--- src/rtl/segdac_pkg.sv ---
// Package: shared segmentation defaults and helpers for the element decoder.
// Assumes segment widths are small enough that 2**w - 1 elements fit an int.
package segdac_pkg;

    // Default segment widths: upper unary, middle unary, low binary.
    localparam int SEG_UPPER_W = 5;
    localparam int SEG_MID_W   = 4;
    localparam int SEG_LOW_W   = 1;

    // Number of unary elements needed for a segment of w bits.
    function automatic int unary_elems(input int w);
        return (1 << w) - 1;
    endfunction

    // Weight in LSB units of one element of a segment at bit offset pos.
    function automatic int elem_weight(input int pos);
        return 1 << pos;
    endfunction

endpackage

--- src/rtl/segdac_capture.sv ---
// Module: input capture stage.
// Registers the binary sample and the sleep request on the rising edge.
// Assumes a synchronous active-low reset that clears to code 0, awake.
module segdac_capture #(
    parameter int CODE_W = 10
) (
    input  logic              clk,
    input  logic              rst_n,
    input  logic [CODE_W-1:0] code_in,
    input  logic              sleep_in,
    output logic [CODE_W-1:0] code_q,
    output logic              sleep_q
);

    // Capture the sample and the sleep request together.
    always_ff @(posedge clk) begin
        if (!rst_n) begin
            code_q  <= '0;
            sleep_q <= 1'b0;
        end else begin
            code_q  <= code_in;
            sleep_q <= sleep_in;
        end
    end

endmodule

--- src/rtl/segdac_unary.sv ---
// Module: binary-to-unary segment decoder.
// Element k of the output is set exactly when the segment value exceeds k,
// so the elements fill from index 0 upward. Purely combinational.
// Assumes SEG_W >= 1.
module segdac_unary #(
    parameter int SEG_W = 4
) (
    input  logic [SEG_W-1:0]        seg_val,
    output logic [(1<<SEG_W)-2:0]   therm
);

    localparam int N_ELEM = (1 << SEG_W) - 1;

    // One comparator per element; the structure repeats N_ELEM times.
    for (genvar k = 0; k < N_ELEM; k++) begin : g_elem
        localparam logic [SEG_W:0] K_VAL = (SEG_W+1)'(k);
        assign therm[k] = ({1'b0, seg_val} > K_VAL);
    end

endmodule

--- src/rtl/segdac_drive.sv ---
// Module: element steering register for one segment.
// Registers the decoded true-side pattern and its complement so every
// element switches on the same edge. While off_req is high, both sides are
// cleared. Reset leaves every element on the complementary side (code 0).
// Assumes the decoded pattern arrives one cycle after input capture.
module segdac_drive #(
    parameter int N_ELEM = 15
) (
    input  logic              clk,
    input  logic              rst_n,
    input  logic [N_ELEM-1:0] dec_true,
    input  logic              off_req,
    output logic [N_ELEM-1:0] drv_true,
    output logic [N_ELEM-1:0] drv_comp
);

    logic [N_ELEM-1:0] nxt_true;
    logic [N_ELEM-1:0] nxt_comp;

    // Per-element steering choice, gated by the sleep request.
    for (genvar e = 0; e < N_ELEM; e++) begin : g_steer
        always_comb begin
            nxt_true[e] = dec_true[e] & ~off_req;
            nxt_comp[e] = ~dec_true[e] & ~off_req;
        end
    end

    // Output register: all elements of the segment update together.
    always_ff @(posedge clk) begin
        if (!rst_n) begin
            drv_true <= '0;
            drv_comp <= '1;
        end else begin
            drv_true <= nxt_true;
            drv_comp <= nxt_comp;
        end
    end

endmodule

--- src/rtl/segdac_front.sv ---
// Module: segmented current-steering DAC element decoder (top).
// Captures a binary code, splits it into upper unary, middle unary and low
// binary segments, and registers one true/complement steering pair per
// element. Sleep forces every pair low. Latency from capture is 2 cycles.
// Assumes a synchronous active-low reset; sleep reads as off after reset.
module segdac_front
    import segdac_pkg::*;
#(
    parameter int UPPER_W = SEG_UPPER_W,
    parameter int MID_W   = SEG_MID_W,
    parameter int LOW_W   = SEG_LOW_W
) (
    input  logic                        clk,
    input  logic                        rst_n,
    input  logic [UPPER_W+MID_W+LOW_W-1:0] code_in,
    input  logic                        sleep_in,
    output logic [(1<<UPPER_W)-2:0]     up_true,
    output logic [(1<<UPPER_W)-2:0]     up_comp,
    output logic [(1<<MID_W)-2:0]       mid_true,
    output logic [(1<<MID_W)-2:0]       mid_comp,
    output logic [LOW_W-1:0]            lo_true,
    output logic [LOW_W-1:0]            lo_comp
);

    localparam int CODE_W  = UPPER_W + MID_W + LOW_W;
    localparam int UP_N    = (1 << UPPER_W) - 1;
    localparam int MID_N   = (1 << MID_W) - 1;
    localparam int UP_LSB  = MID_W + LOW_W;
    localparam int MID_LSB = LOW_W;

    logic [CODE_W-1:0]  code_q;
    logic               sleep_q;
    logic [UPPER_W-1:0] up_field;
    logic [MID_W-1:0]   mid_field;
    logic [LOW_W-1:0]   low_field;
    logic [UP_N-1:0]    up_dec;
    logic [MID_N-1:0]   mid_dec;

    // Stage 1: capture sample and sleep request.
    segdac_capture #(.CODE_W(CODE_W)) u_cap (
        .clk      (clk),
        .rst_n    (rst_n),
        .code_in  (code_in),
        .sleep_in (sleep_in),
        .code_q   (code_q),
        .sleep_q  (sleep_q)
    );

    // Split the captured code into its three segments.
    always_comb begin
        up_field  = code_q[CODE_W-1:UP_LSB];
        mid_field = code_q[UP_LSB-1:MID_LSB];
        low_field = code_q[LOW_W-1:0];
    end

    // Unary decoders for the upper and middle segments.
    segdac_unary #(.SEG_W(UPPER_W)) u_dec_up (
        .seg_val (up_field),
        .therm   (up_dec)
    );

    segdac_unary #(.SEG_W(MID_W)) u_dec_mid (
        .seg_val (mid_field),
        .therm   (mid_dec)
    );

    // Stage 2: steering registers, one per segment.
    segdac_drive #(.N_ELEM(UP_N)) u_drv_up (
        .clk      (clk),
        .rst_n    (rst_n),
        .dec_true (up_dec),
        .off_req  (sleep_q),
        .drv_true (up_true),
        .drv_comp (up_comp)
    );

    segdac_drive #(.N_ELEM(MID_N)) u_drv_mid (
        .clk      (clk),
        .rst_n    (rst_n),
        .dec_true (mid_dec),
        .off_req  (sleep_q),
        .drv_true (mid_true),
        .drv_comp (mid_comp)
    );

    segdac_drive #(.N_ELEM(LOW_W)) u_drv_low (
        .clk      (clk),
        .rst_n    (rst_n),
        .dec_true (low_field),
        .off_req  (sleep_q),
        .drv_true (lo_true),
        .drv_comp (lo_comp)
    );

endmodule

--- config.mk ---
export PLATFORM = sky130hd
export DESIGN_NAME = segdac_front
export DESIGN_NICKNAME = d
export VERILOG_FILES = /design/src/rtl/segdac_pkg.sv /design/src/rtl/segdac_capture.sv /design/src/rtl/segdac_unary.sv /design/src/rtl/segdac_drive.sv /design/src/rtl/segdac_front.sv
export SDC_FILE = /design/constraint.sdc
export NUM_CORES = 1
export LEC_CHECK = 0
export BUFFER_PORTS_ARGS = -buffer_cell sky130_fd_sc_hd__buf_2
export CAP_MARGIN = 5
export CORE_MARGIN = 4
export CORE_UTILIZATION = 45
export CTS_BUF_LIST = sky130_fd_sc_hd__clkbuf_4
export DETAILED_ROUTE_END_ITERATION = 8
export PLACE_DENSITY = 0.76
export SLEW_MARGIN = 10
export SYNTH_ARGS = -nofsm -noshare
export SYNTH_HDL_FRONTEND = slang
export SYNTH_SLANG_ARGS = --single-unit
--- constraint.sdc ---
create_clock -name clk -period 1.3 [get_ports clk]
set_input_delay 0.26 -clock clk [delete_from_list [all_inputs] [get_ports clk]]
set_output_delay 0.26 -clock clk [all_outputs]
set_load 0.02 [all_outputs]
== Word level (Yosys, flattened, before mapping) ==
Index checks and enable logic that the tools add are counted.

* Word-level logic and storage cells: 196
* Bits in registers: 105
* Output and inout port bits: 94

* Bitwise logic cells: 142
* Order comparisons: 46

{| class="wikitable"
|+ Operator list
! operator !! number
|-
| 1-bit AND || 94
|-
| 5-bit greater-than comparator (second input constant) || 15
|-
| 1-bit NOT || 48
|-
| 5-bit by 4-bit greater-than comparator with 1-bit output (second input constant) || 8
|-
| 4-bit greater-than comparator (second input constant) || 7
|-
| 5-bit by 3-bit greater-than comparator with 1-bit output (second input constant) || 4
|-
| 4-bit by 3-bit greater-than comparator with 1-bit output (second input constant) || 4
|-
| 5-bit by 1-bit greater-than comparator with 1-bit output (second input constant) || 2
|-
| 5-bit by 2-bit greater-than comparator with 1-bit output (second input constant) || 2
|-
| 4-bit by 1-bit greater-than comparator with 1-bit output (second input constant) || 2
|-
| 4-bit by 2-bit greater-than comparator with 1-bit output (second input constant) || 2
|}

== Depth between registers and ports, before layout ==
Gate-level depths: netlist (run 1).

* Depth in word-level cells: 3
* Gate-level depth with buffers: 5

== Cells and area by module ==
From an unflattened synthesis (run 1), not the netlist that was laid out.

* Cell total of the unflattened synthesis: 310
* Area, all modules: 3383.2 sq um

{| class="wikitable"
|+ By module, submodules not included
! module !! area an instance (sq um) !! instances !! cells each
|-
| segdac_drive (u_drv_up) || 1734.2 || 1 || 136
|-
| segdac_drive (u_drv_mid) || 849.6 || 1 || 66
|-
| segdac_unary (u_dec_up) || 305.3 || 1 || 57
|-
| segdac_capture || 300.3 || 1 || 23
|-
| segdac_unary (u_dec_mid) || 140.1 || 1 || 24
|-
| segdac_drive (u_drv_low) || 53.8 || 1 || 4
|}

== Worst setup path before layout (run 1) ==
No wires, ideal clock.

* Path type: flip-flop to flip-flop
* Start: reg u_cap.code_q[8]
* End: reg u_drv_up.drv_comp[16]
* Cell stages (with the launch flop): 4
* Path slack: 179 ps
* Arrival time: 1047 ps
* Clock period less this slack: 1121 ps
* Required time: 1226 ps
* Path through: dfxtp_1 buf_6 or4_4 a31oi_1

* Cells in the longest elaborated chain, start to end: 3

{| class="wikitable"
|+ Ends and longest elaborated chain
! what !! line !! text
|-
| start, declared || segdac_capture.sv:11 || <nowiki>output logic [CODE_W-1:0] code_q,</nowiki>
|-
| start signal, assigned || segdac_capture.sv:21 || <nowiki>code_q <= code_in;</nowiki>
|-
| 5-bit greater-than comparator || segdac_unary.sv:17 || <nowiki>assign therm[k] = ({1'b0, seg_val} > K_VAL);</nowiki>
|-
| 1-bit NOT || segdac_drive.sv:24 || <nowiki>nxt_comp[e] = ~dec_true[e] & ~off_req;</nowiki>
|-
| 1-bit AND || segdac_drive.sv:24 ||
|-
| end signal, assigned || segdac_drive.sv:35 || <nowiki>drv_comp <= nxt_comp;</nowiki>
|-
| end, declared || segdac_drive.sv:14 || <nowiki>output logic [N_ELEM-1:0] drv_comp</nowiki>
|}

No other way between the ends.
A chain may end at the register's enable or synchronous reset.

== Worst setup path after layout (run 1) ==
* Start: reg u_cap.code_q[5]
* End: reg u_drv_up.drv_comp[24]

The elaborated chain is that of the path after synthesis.

==> impl_metrics.ini, run 1 <==
[status]
outcome = finished, final reports clean

[power]
powerDensity_nw_per_um2 = 1410
swShare_pct = 25.6
power_frac_comb_pct = 12.4
pwr-share-clk_pct = 27.2
p_int_w = 0.00425
power.switching_w = 0.00147
seqPwrFrac_pct = 60.4
vdd_ir_drop_max_v = 0.000721
leakage_nw = 1.87

[detailed_routing]
antenna_left = 0
drt_iter0_markers = 151
wl_per_cell_um = 13.3
viasPerCell = 4.79
drc_errors = 0
firstDrtPassIters = 4
wl_um = 6820
vias = 2449

[grt]
grt_pass1_wl_um = 11200
grt_antenna_before_repair = 0
grt_use_total_pct = 16.9
grt_pass1_vias = 2343
grt_max_degree = 21
gr-total-overflow = 0

[sta]
relSlewSlack_pct = 74.8
period_needed_ns = 1.21
grt_setup_unrepaired = true
final-hold-violation-count = 0
whs_ns = 0.0404
setup_viol = 0
slew_viol_final = 0
clock.fmax_ghz = 0.825
skew_ns = 0.0125
tightest_slew_ns = 0.376
period_share_pct = 93.3

[setup_path]
arrival_ns = 1.56
crit_end = u_drv_up.drv_comp[24]
end_kind = flop
cp.required_ns = 1.65
worstSetupStartpoint = u_cap.code_q[5]
start_kind = flop
crit_path_max_incr_delay_ns = 0.40
worst_path_max_delay_cell = or3_1
r2r_start = u_cap.code_q[5]
crit_type = flop to flop
r2r_cells = 3
crit_fanout = 12
worstPathCellList = buf_4 > or3_1 > a31oi_1
ff2ff_setup_slack_ns = 0.09
worst_r2r_endpoint = u_drv_up.drv_comp[24]

[logic_synthesis]
synthCells = 296
synthDistinctLibCells = 31
ys_ff_latch = 105
ys_seq_area_share_pct = 66.9
synth_area_sq_um = 3140
synth.avg_cell_area_sq_um = 10.6
yosysWarnings = 0
syn_nets = 309

[finish]
diodes = 0
final_util_pct = 59.6
layout-drive-gt1-share_pct = 34.9
syn2layout_area_growth_pct = 29.0
fin_nets = 423

[floorplan]
coreArea_sq_um = 6790
die-width_um = 91.6
io_pins = 107
die_y_um = 91.6
die_area_sq_um = 8380
num_rows = 30
start_util_pct = 46.2

[clock_network]
path_clk_slew_ns = 0.14
cts_htree_levels = 3
clockRootBuffer = clkbuf_4
cts.sink_count = 105
clock_latency_ns = 0.43
cts_buffers = 9
cts_buffer_depth = 2
cts_tree = done

[min_path]
hold_path_class = primary input to flop

[place]
routabilityCongestion = 0.814
dp_hpwl_um = 4820
portBuffers = 106

[run]
cap_violations = 0
[per-layer routing]
metal | track usage (%) | vias to the layer above | part of all wire [%]
met5 | 0 | - | 0
li1 | - | 1229 | -
met2 | 26.9 | 91 | 47
met4 | 7.16 | 0 | 2.0
met3 | 5.63 | 14 | 6.5
met1 | 20.7 | 1115 | 44
[power groups by stage]
| stage | Clock [W] | Sequential (W) | Combinational [W] |
|---|---|---|---|
| after global routing | 0.00176 | 0.00347 | 0.000768 |
| after floorplan | 0 | 0.00369 | 0.000256 |
| after detailed placement | 0 | 0.00352 | 0.000693 |
| after CTS | 0.00161 | 0.00345 | 0.000706 |
| after global placement | 0 | 0.00352 | 0.000683 |
| final | 0.00156 | 0.00345 | 0.000707 |
[repair_timing]
action,in CTS,in global routing
resized for setup,0,3
setup buffers,0,0
hold buffers,5,2
hold endpoints to repair,5,2
endpoints found under the setup margin,0,5
[critical path, delay by kind of cell, from the launching register on]
kind	cells	cell delay (ns)
AND/OR/NAND/NOR	1	0.40
flip-flops	1	0.35
AO/OA/AOI/OAI	1	0.21
buffers and inverters	1	0.18
[cell type report]
class / instances / area [sq um]
clock buffer: 10 / 75.1
clock inverter: 6 / 58.8
fill: 590 / 2740
inverter: 7 / 26.3
multi-input combinational: 155 / 886
sequential: 105 / 2100
tap: 96 / 120
timing repair buffer: 132 / 781
[sequential cells by signal, summed over array words and instances, names as in the netlist]
name	cells
u_drv_up.drv_true	31
u_drv_mid.drv_comp	15
u_drv_low.drv_comp	1
u_cap.code_q	10
u_drv_mid.drv_true	15
u_cap.sleep_q	1
u_drv_up.drv_comp	31
u_drv_low.drv_true	1
[per-stage QoR]
step / setup WS (ns) / std cells / setup TNS, ns / cell area (sq um) / total power, W
2_1_floorplan: 0.179 / 296 / 0 / 3140 / 0.00395
3_3_place_gp: 0.106 / 488 / 0 / 3840 / 0.00420
3_5_place_dp: 0.0791 / 488 / 0 / 3840 / 0.00421
4_1_cts: 0.0560 / 509 / 0 / 4020 / 0.00576
5_1_grt: -0.0162 / 511 / -0.0286 / 4050 / 0.00600
6_report: 0.0876 / 511 / 0 / 4050 / 0.00571
[cells in the mapped netlist (all sizes together)]
cell     count  area, sq um
a211oi       1         7.51
a21o         3         22.5
a21oi       20          100
a2bb2oi      1         8.76
a31oi        9         56.3
a41o         1         10.0
and2        16          100
and3         6         37.5
and4         1         8.76
buf         14         76.3
clkbuf      15         57.6
dfxtp      105         2100
inv          7         26.3
nand2        8         30.0
nand2b       1         6.26
nand3        1         5.00
nand3b       3         22.5
nor2        18         67.6
nor2b        4         25.0
nor3         7         35.0
nor4         1         6.26
o211a        2         20.0
o211ai       1         7.51
o21a        11         82.6
o21ai       30          150
o31ai        2         15.0
or2          2         12.5
or3          5         31.3
or4          1         11.3
[layout by cell type, fill, tap and decap left out, types with 2 or more instances in the layout]
cell / n
nor3_1: 7
dlygate4sd3_1: 7
buf_2: 106
clkbuf_4: 10
and2_1: 16
clkinv_1: 2
nand3b_1: 3
buf_12: 3
a21o_1: 3
or3_1: 5
nor2_1: 18
or2_2: 2
inv_1: 7
o21ai_0: 30
a31oi_1: 9
nor2b_1: 4
nand2_1: 8
a21oi_1: 20
and3_1: 6
o211a_1: 2
o21a_1: 11
buf_4: 16
dfxtp_1: 103
dfxtp_2: 2
o31ai_1: 2
[how the worst min path moves through the flow]
| stage | start | endpoint | slack, ns | cells after the start |
|---|---|---|---|---|
| floorplan | sleep_in | u_cap.sleep_q | 0.38 | 1 |
| global placement | u_cap.code_q[0] | u_drv_low.drv_comp | 0.42 | 1 |
| detailed placement | u_cap.code_q[0] | u_drv_low.drv_comp | 0.45 | 1 |
| CTS | sleep_in | u_cap.sleep_q | 0.009 | 2 |
| global route | code_in[7] | u_cap.code_q[7] | 0.003 | 2 |
| finish | code_in[7] | u_cap.code_q[7] | 0.04 | 2 |
[kinds of logic (layout without fill, tap and decap cells)]
family	after synthesis	after routing	synth area share, %
AOI/OAI and AO/OA	81	81	15.3
buffers and inverters	36	155	5.10
DFF	105	105	66.9
and+or+nand+nor	74	74	12.7
No activity file was read; power rests on OpenSTA's default activity.
==> run 2, diff against run 1 <==
CORE_UTILIZATION = 35   (was 45)
PLACE_DENSITY = 0.62   (was 0.76)
==> run 2 against run 1 <==
  * First-iteration DRC count shrank 38%
  * Flip-flop and latch count unchanged
  * Total power fell by 2.2%
  * Core utilization fell by 13 points
  * Via count decreased by 1.2%
  * Largest cell class unchanged
  * Largest power group unchanged
==> impl_metrics.ini, run 2 (synthesized netlist as in run 1, its figures left out) <==
[detailed_routing]
drt_iter0_markers = 94
drc_errors = 0
vias = 2419
antenna_left = 0
wl_um = 7310
wl_per_cell_um = 13.9
viasPerCell = 4.61
firstDrtPassIters = 4

[place]
routabilityCongestion = 0.770
dp_hpwl_um = 5270
portBuffers = 106
place_ws_ns = 0.0352

[setup_path]
crit_type = flop to primary output
crit_fanout = 1
r2r_cells = 3
ff2ff_setup_slack_ns = 0.08
path_depth = 1
cp.required_ns = 1.04
worst_r2r_endpoint = u_drv_up.drv_comp[4]
end_kind = primary output
worst_path_max_delay_cell = dfxtp_1
arrival_ns = 0.97
r2r_start = u_cap.code_q[8]
critical-path-top-delay-family = flip-flops
start_kind = flop
critPathBufInv = 1
crit_path_max_incr_delay_ns = 0.37
worstPathCellList = buf_2

[min_path]
hold_path_class = primary input to flop
hold-path-cell-count = 2
holdPathEnd = u_cap.sleep_q
hold_start = sleep_in

[sta]
period_needed_ns = 1.23
period_share_pct = 94.6
skew_ns = 0.00919
grt_setup_unrepaired = false
relSlewSlack_pct = 73.8
setup_viol = 0
slew_viol_final = 0
final-hold-violation-count = 0
finalSetupTns_ns = 0
tightest_slew_ns = 0.391
clock.fmax_ghz = 0.813
fin_ws_ns = 0.0698

[grt]
gr-total-overflow = 0
grt_pass1_vias = 2227
grt_max_degree = 22
grt_pass1_wl_um = 11200
grt_use_total_pct = 14.0
grt_antenna_before_repair = 0

[clock_network]
cts_buffers = 9
clockRootBuffer = clkbuf_4
cts_tree = done
path_clk_slew_ns = 0.15
cts_buffer_depth = 2
clock_latency_ns = 0.43
cts.sink_count = 105
postCtsSetupBuffers = 0
cts_htree_levels = 3

[power]
power_frac_comb_pct = 12.7
seqPwrFrac_pct = 61.8
powerDensity_nw_per_um2 = 1370
swShare_pct = 26.9
power.switching_w = 0.00150
pwr-share-clk_pct = 25.5
leakage_nw = 1.86
vdd_ir_drop_max_v = 0.000527
p_int_w = 0.00409

[finish]
final_common_cell = buf_2
final_util_pct = 46.6
reg_top3 = u_drv_up.drv_comp (31), u_drv_up.drv_true (31)
fin_nets = 425
syn2layout_area_growth_pct = 29.4
layout_common_cells = buf_2 (106), dfxtp_1 (104), o21ai_0 (29)
diodes = 0
layout-drive-gt1-share_pct = 34.8
fillers = 831

[floorplan]
io_pins = 107
num_rows = 34
die_y_um = 103
die_area_sq_um = 10600
die-width_um = 103
coreArea_sq_um = 8720
start_util_pct = 36.0

[run]
cap_violations = 0

[status]
outcome = finished, final reports clean
run 2: changes by cell type in the layout (fill, tap and decap cells not counted), sizes merged:
| cell | previous run | this run |
|---|---|---|
| clkinv | 4 | 2 |
| dlygate4sd3 | 7 | 8 |
| buf | 125 | 126 |
| bufinv | 1 | 0 |
| clkinvlp | 1 | 2 |
| inv | 7 | 8 |
| clkbuf | 10 | 11 |
run 2: through the flow:
step / instances / hold WS (ns) / power (W) / area (sq um)
after floorplan: 296 / 0.382 / 0.00395 / 3140
after global placement: 501 / 0.415 / 0.00421 / 3860
after detailed placement: 501 / 0.429 / 0.00422 / 3860
after CTS: 524 / 0.000465 / 0.00565 / 4050
after global routing: 525 / 0.00310 / 0.00586 / 4070
final: 525 / 0.0325 / 0.00559 / 4070
run 2: area by class of cell:
type                    count  area (sq um)  share of cell area (%)
repair buffers            134           802                    19.7
flip-flops and latches    105          2100                    51.7
well taps                 108           135                    3.32
clock inverters             5          31.3                   0.769
clock buffers              11          82.6                    2.03
inverters                   7          26.3                   0.646
multi-input cells         155           885                    21.8
run 2: worst max-delay path by stage:
stage / start / to / slack, ns
floorplan: u_cap.code_q[8] / u_drv_up.drv_comp[16] / 0.18
global placement: u_cap.sleep_q / u_drv_up.drv_comp[3] / 0.06
detailed placement: u_cap.sleep_q / u_drv_up.drv_comp[9] / 0.04
CTS: u_cap.sleep_q / u_drv_up.drv_comp[3] / 0.03
global route: u_drv_mid.drv_comp[8] / mid_comp[8] / 0.003
finish: u_drv_up.drv_comp[24] / up_comp[24] / 0.07
run 2: repair_timing:
action / 4_1_cts / 5_1_grt
endpoints found under the hold margin: 7 / 1
setup endpoints to repair: 1 / 3
resized for setup: 1 / 3
hold buffers: 7 / 1
run 2: layer usage:
metal / wire length, um / GRT usage [%] / part of all wire, %
met1: 3290 / 17.8 / 45
met2: 3350 / 22.1 / 46
met3: 557 / 4.33 / 7.6
met4: 107 / 5.68 / 1.5
met5: 0 / 0 / 0
run 2: power groups by stage:
stage / Clock [W] / Sequential, W / Combinational [W]
CTS: 0.00148 / 0.00345 / 0.000715
detailed placement: 0 / 0.00352 / 0.000696
global route: 0.00161 / 0.00347 / 0.000776
finish: 0.00143 / 0.00345 / 0.000711
global placement: 0 / 0.00352 / 0.000691
floorplan: 0 / 0.00369 / 0.000256
